===== src/rtl/busown_pkg.sv =====
package busown_pkg;

  // Ownership state machine encoding
  typedef enum logic [2:0] {
    S_IDLE       = 3'd0,
    S_WAIT_GRANT = 3'd1,
    S_WAIT_CYCLE = 3'd2,
    S_OWNED      = 3'd3,
    S_RELEASING  = 3'd4
  } own_state_e;

  // Strobes from control to datapath
  typedef struct packed {
    logic dummyArm;   // owner with the bus settled: dummy reads allowed
  } ctl_strobe_t;

  // Synchronized bus view from datapath to control
  typedef struct packed {
    logic grantSeen;  // grant asserted after synchronization
    logic boundary;   // both handshake strobes negated: between transfers
  } bus_stat_t;

endpackage


===== src/rtl/busown_datapath.sv =====
module busown_datapath
  import busown_pkg::*;
#(
  parameter int SYNC_STAGES = 2,
  parameter int DUMMY_GAP   = 8
) (
  input  logic        clk,
  input  logic        rstN,
  input  logic        wantBus,
  input  logic        xferPending,
  input  logic        grantN,
  input  logic        startN,
  input  logic        endN,
  input  ctl_strobe_t ctl,
  output bus_stat_t   stat,
  output logic        busReqN,
  output logic        dummyRd
);

  localparam int NUM_ASYNC = 3;
  localparam int CNT_W     = (DUMMY_GAP > 2) ? $clog2(DUMMY_GAP) : 1;
  localparam logic [CNT_W-1:0] CNT_LAST = CNT_W'(DUMMY_GAP - 1);

  // Synchronizer chain for the asynchronous bus inputs
  logic [NUM_ASYNC-1:0] rawIn;
  logic [NUM_ASYNC-1:0] syncStage [SYNC_STAGES];
  logic [NUM_ASYNC-1:0] syncOut;

  assign rawIn = {grantN, startN, endN};

  genvar g;
  generate
    for (g = 0; g < SYNC_STAGES; g++) begin : gSync
      if (g == 0) begin : gFirst
        always_ff @(posedge clk) begin
          if (!rstN) syncStage[g] <= '1;
          else       syncStage[g] <= rawIn;
        end
      end else begin : gNext
        always_ff @(posedge clk) begin
          if (!rstN) syncStage[g] <= '1;
          else       syncStage[g] <= syncStage[g-1];
        end
      end
    end
  endgenerate

  assign syncOut = syncStage[SYNC_STAGES-1];

  always_comb begin
    stat.grantSeen = !syncOut[2];
    stat.boundary  = syncOut[1] & syncOut[0];
  end

  // Request line: registered copy of the local wish
  always_ff @(posedge clk) begin
    if (!rstN) busReqN <= 1'b1;
    else       busReqN <= !wantBus;
  end

  // Dummy read interval counter
  logic             dummyEligible;
  logic [CNT_W-1:0] gapCnt;

  assign dummyEligible = ctl.dummyArm && stat.boundary && !xferPending;

  always_ff @(posedge clk) begin
    if (!rstN)                  gapCnt <= '0;
    else if (!dummyEligible)    gapCnt <= '0;
    else if (gapCnt == CNT_LAST) gapCnt <= '0;
    else                        gapCnt <= gapCnt + 1'b1;
  end

  assign dummyRd = dummyEligible && (gapCnt == CNT_LAST);

  // a new local wish shows on the request line one edge later
  a_r2_req_follows: assert property (@(posedge clk) disable iff (!rstN)
    $rose(wantBus) |=> !busReqN);

  // a dummy pulse lasts a single cycle
  a_r10_dummy_single: assert property (@(posedge clk) disable iff (!rstN)
    dummyRd |=> !dummyRd);

  // no dummy read while a real transfer is queued or the bus is busy
  a_r11_dummy_quiet: assert property (@(posedge clk) disable iff (!rstN)
    dummyRd |-> (!xferPending && startN !== 1'bx && stat.boundary));

endmodule


===== src/rtl/busown_control.sv =====
module busown_control
  import busown_pkg::*;
(
  input  logic        clk,
  input  logic        rstN,
  input  logic        wantBus,
  input  bus_stat_t   stat,
  output ctl_strobe_t ctl,
  output logic        ownBus
);

  own_state_e state, nextState;

  always_comb begin
    nextState = state;
    unique case (state)
      S_IDLE: begin
        if (wantBus) nextState = S_WAIT_GRANT;
      end
      S_WAIT_GRANT: begin
        if (!wantBus)           nextState = S_IDLE;
        else if (stat.grantSeen) nextState = S_WAIT_CYCLE;
      end
      S_WAIT_CYCLE: begin
        if (!wantBus)            nextState = S_IDLE;
        else if (!stat.grantSeen) nextState = S_WAIT_GRANT;
        else if (stat.boundary)  nextState = S_OWNED;
      end
      S_OWNED: begin
        if (!stat.grantSeen) nextState = S_RELEASING;
      end
      S_RELEASING: begin
        if (stat.grantSeen)     nextState = S_OWNED;
        else if (stat.boundary) nextState = S_IDLE;
      end
      default: nextState = S_IDLE;
    endcase
  end

  always_ff @(posedge clk) begin
    if (!rstN) state <= S_IDLE;
    else       state <= nextState;
  end

  assign ownBus       = (state == S_OWNED) || (state == S_RELEASING);
  assign ctl.dummyArm = (state == S_OWNED);

  // ownership is taken only with the grant present at a cycle boundary
  a_r3_take_needs_grant: assert property (@(posedge clk) disable iff (!rstN)
    $rose(ownBus) |-> $past(stat.grantSeen && stat.boundary));

  // ownership is dropped only without the grant, between transfers
  a_r7_release_at_boundary: assert property (@(posedge clk) disable iff (!rstN)
    $fell(ownBus) |-> $past(!stat.grantSeen && stat.boundary));

  // an owner keeps the bus while the grant is held
  a_r8_keep_while_granted: assert property (@(posedge clk) disable iff (!rstN)
    (ownBus && stat.grantSeen) |=> ownBus);

  // without a pending wish, ownership cannot appear on the next edge
  a_r12_no_take_from_idle: assert property (@(posedge clk) disable iff (!rstN)
    (state == S_IDLE) |=> !ownBus);

endmodule


===== src/rtl/bus_own_unit.sv =====
module bus_own_unit
  import busown_pkg::*;
#(
  parameter int SYNC_STAGES = 2,
  parameter int DUMMY_GAP   = 8
) (
  input  logic clk,
  input  logic rstN,
  input  logic wantBus,
  input  logic xferPending,
  input  logic grantN,
  input  logic startN,
  input  logic endN,
  output logic busReqN,
  output logic ownBus,
  output logic drvEn,
  output logic dummyRd
);

  ctl_strobe_t ctl;
  bus_stat_t   stat;

  busown_datapath #(
    .SYNC_STAGES(SYNC_STAGES),
    .DUMMY_GAP  (DUMMY_GAP)
  ) datapath_i (
    .clk        (clk),
    .rstN       (rstN),
    .wantBus    (wantBus),
    .xferPending(xferPending),
    .grantN     (grantN),
    .startN     (startN),
    .endN       (endN),
    .ctl        (ctl),
    .stat       (stat),
    .busReqN    (busReqN),
    .dummyRd    (dummyRd)
  );

  busown_control control_i (
    .clk   (clk),
    .rstN  (rstN),
    .wantBus(wantBus),
    .stat  (stat),
    .ctl   (ctl),
    .ownBus(ownBus)
  );

  // drivers are enabled exactly while the bus is owned
  assign drvEn = ownBus;

  // dummy reads come only from an owner
  a_r10_dummy_owner: assert property (@(posedge clk) disable iff (!rstN)
    dummyRd |-> drvEn);

endmodule


===== config.mk =====
export PLATFORM = sky130hd
export DESIGN_NAME = bus_own_unit
export DESIGN_NICKNAME = d
export VERILOG_FILES = /design/src/rtl/busown_pkg.sv /design/src/rtl/busown_datapath.sv /design/src/rtl/busown_control.sv /design/src/rtl/bus_own_unit.sv
export SDC_FILE = /design/constraint.sdc
export NUM_CORES = 1
export LEC_CHECK = 0
export BUFFER_PORTS_ARGS = -buffer_cell sky130_fd_sc_hd__buf_2
export CORE_AREA = 3 3 40 42
export DETAILED_ROUTE_END_ITERATION = 6
export DIE_AREA = 0 0 43 45
export PLACE_DENSITY_LB_ADDON = 0.05
export SYNTH_ARGS = -nofsm -noshare
export SYNTH_HDL_FRONTEND = slang
export SYNTH_SLANG_ARGS = --single-unit
export TNS_END_PERCENT = 100

===== constraint.sdc =====
create_clock -name clk -period 1.6 [get_ports clk]
set_input_delay 0.16 -clock clk [delete_from_list [all_inputs] [get_ports clk]]
set_output_delay 0.16 -clock clk [all_outputs]
set_load 0.1 [all_outputs]

==> flow_summary.ini <==
[run_status]
run_status = complete, no violations

[die]
start_util_pct = 44.11
coreArea_sq_um = 1285
fp-row-count = 13
ios = 11
die_area_sq_um = 1935
dieHeight_microns = 45
chipWidth_microns = 43

[synthesis]
synth_cells = 57
synth_fp_nets = 66
async_flop_share_pct = 0
synth.yosys.seq_area_share_pct = 45.92
synth_most_common_cell = dfxtp_1
synth_common_cells = dfxtp_1, nand2_1, nand2b_1
yosys.cell_types.count = 24
yosysWarnings = 0
synth_area_leaders = dfxtp_1, nand2b_1, nand2_1, ha_1, nand3b_4
synth_ff_type = dfxtp_1
post-synth-top-area-cell = dfxtp_1
synth-seq-cells = 13
synth_area_sq_um = 566.8
synth-edff-count = 0
synth_top_area_share_pct = 45.92
synth.avg_cell_area_sq_um = 9.944

[sta]
whs_ns = 0.06634
rsz0062_at_grt = false
relSlewSlack_pct = 68.03
hold_viol_final = 0
period_minus_slack_ns = 1.538
finalWorstSetupSlack_ns = 0.06157
fin_tns_setup_ns = 0
setup-violations-final = 0
tightestPinTransition_ns = 0.4829
fin_crit_sh_pct = 96.15
fin_worst_skew_ns = 0.002604
max_freq_mhz = 650.0
slew_violations = 0

[layout]
multi_input_area_sq_um = 301.5
nets = 78
drive_above_1_share_pct = 33.82
n_fill_cell = 118
area_delta_synth_final_pct = 25.39
num_antenna_cells = 0
seq_area_sq_um = 267.8

[power_and_ir_drop]
clkPwrFrac_pct = 33.6
p_int_mw = 0.4452
p_seq_share_pct = 57.8
p_per_area_nw_per_um2 = 830.5
p_sw_share_pct = 24.57
combPwrFrac_pct = 8.6
leakagePower_nw = 0.3202
power.switching_mw = 0.1450
irDropWorstVdd_mv = 0.5013

[setup_path]
startpoint_type = flip-flop
cp_max_fo = 7
crit_start = control_i.state[2]
r2r_end = datapath_i.gapCnt[0]
reg2reg_from = datapath_i.gapCnt[0]
reg2regPathDepth = 5
cp.arrival_ns = 1.38
reg2reg_slack_ns = 0.32
critPathRequiredTime_ns = 1.44
crit_type = flip-flop to output pin
cp-end-kind = output pin

[detailed_routing]
wl_met1_microns = 458
wl_met3_microns = 42
via_per_inst = 4.867
drt_iter0_drc = 1
wl_met2_microns = 370
via_count = 404
postRouteAntennaNets = 0
dr.pass1.iters = 3
wire_per_inst_microns = 10.57
routed.top_layer = met4
post-route-drc-count = 0
drt-total-wl_microns = 877

[clock_tree]
clock-root-buffer = clkbuf_4
cts_tree = built
cts_setup_buffers = 0
numCtsBuffers = 3
clk_pin_slew_ns = 0.08
clock_sinks = 13
htree_levels = 1
holdBufCountCts = 0
clock_path_buffers = 2
clk_latency_ns = 0.27

[place]
dpl_worst_slack_ns = 0.2707
place_congestion = 0.7256
portBuffers = 10
post-dp-hpwl_microns = 665.9

[global_route]
grt-ovfl-total = 0
grt_usage_pct = 10.20
antenna_found_initial = 0
grt_pass1_vias = 363
grt_max_degree = 12
grt_first_pass_wirelength_microns = 1476

[min_path]
hold_path.class = primary input to flip-flop
min_from = startN
holdPathStages = 2
holdPathEnd = datapath_i.syncStage[0][1]

[flow_run]
maxCapViolCount = 0
cells in the final DEF (no fill, tap or decap), types with 2 or more instances in the layout:
cell / count
nand2b_1: 8
o21ai_0: 2
nor2b_1: 2
buf_2: 7
nand2_1: 8
buf_12: 3
and2_1: 2
a21o_1: 2
ha_1: 2
a21oi_1: 2
clkbuf_4: 3
dfxtp_2: 3
dfxtp_1: 9
cell families after synthesis:
family                   synth area share, %
buffers and inverters                  3.973
AND/OR/NAND/NOR                        30.02
AO/OA/AOI/OAI                          15.67
flip-flops                             45.92
adder cells (fa/ha/maj)                4.414
cell type report:
| cell class | count | share of cell area (%) |
|---|---|---|
| flip-flops and latches | 13 | 37.68 |
| multi-input cells | 41 | 42.43 |
| clock inverters | 1 | 0.7042 |
| clock buffers | 3 | 3.169 |
| repair buffers | 10 | 13.38 |
| well taps | 15 | 2.641 |
power groups by stage:
stage	clock network (mW)	registers, mW	logic, mW
after floorplan	0	0.355	0.0325
after global placement	0	0.349	0.0506
after detailed placement	0	0.350	0.0516
after CTS	0.207	0.342	0.0517
after global routing	0.225	0.343	0.0562
final	0.198	0.341	0.0509
per-stage QoR:
step / instances / power [mW] / util, % / area (sq um)
2_1_floorplan: 57 / 0.3874 / - / 584.3
5_1_grt: 83 / 0.6244 / 55.31 / 710.7
3_5_place_dp: 79 / 0.4011 / 52.58 / 675.6
6_report: 83 / 0.5902 / 55.31 / 710.7
3_3_place_gp: 79 / 0.3998 / 52.58 / 675.6
4_1_cts: 83 / 0.6011 / 54.82 / 704.4
metal layers:
| layer | vias up | GRT usage [%] |
|---|---|---|
| li1 | 218 | - |
| met1 | 177 | 13.66 |
| met2 | 7 | 15.27 |
| met3 | 2 | 2.390 |
| met4 | 0 | 5.422 |
| met5 | - | 0 |
timing repair:
action / CTS / global route
resized for setup: 1 / 4
endpoints found under the setup margin: 1 / 1
pin swaps: 0 / 1
worst max-delay path by stage:
stage	end	slack (ns)	depth (start not counted)
5_1_grt	dummyRd	0.008	3
6_report	dummyRd	0.06	3
2_1_floorplan	dummyRd	-0.19	2
3_3_place_gp	dummyRd	0.28	3
3_5_place_dp	dummyRd	0.27	3
4_1_cts	dummyRd	0.03	3
critical path: stages, from the launching register on:
cell and delay, ns:
dfxtp_2 0.36, nand3b_4 0.20, nor4b_4 0.33, buf_12 0.21
registers in the layout, indices dropped and copies added, names as in the netlist:
register,count
datapath_i.gapCnt,3
control_i.state,3
datapath_i.busReqN,1
datapath_i.syncStage,6
(Power assumes the default switching activity.)
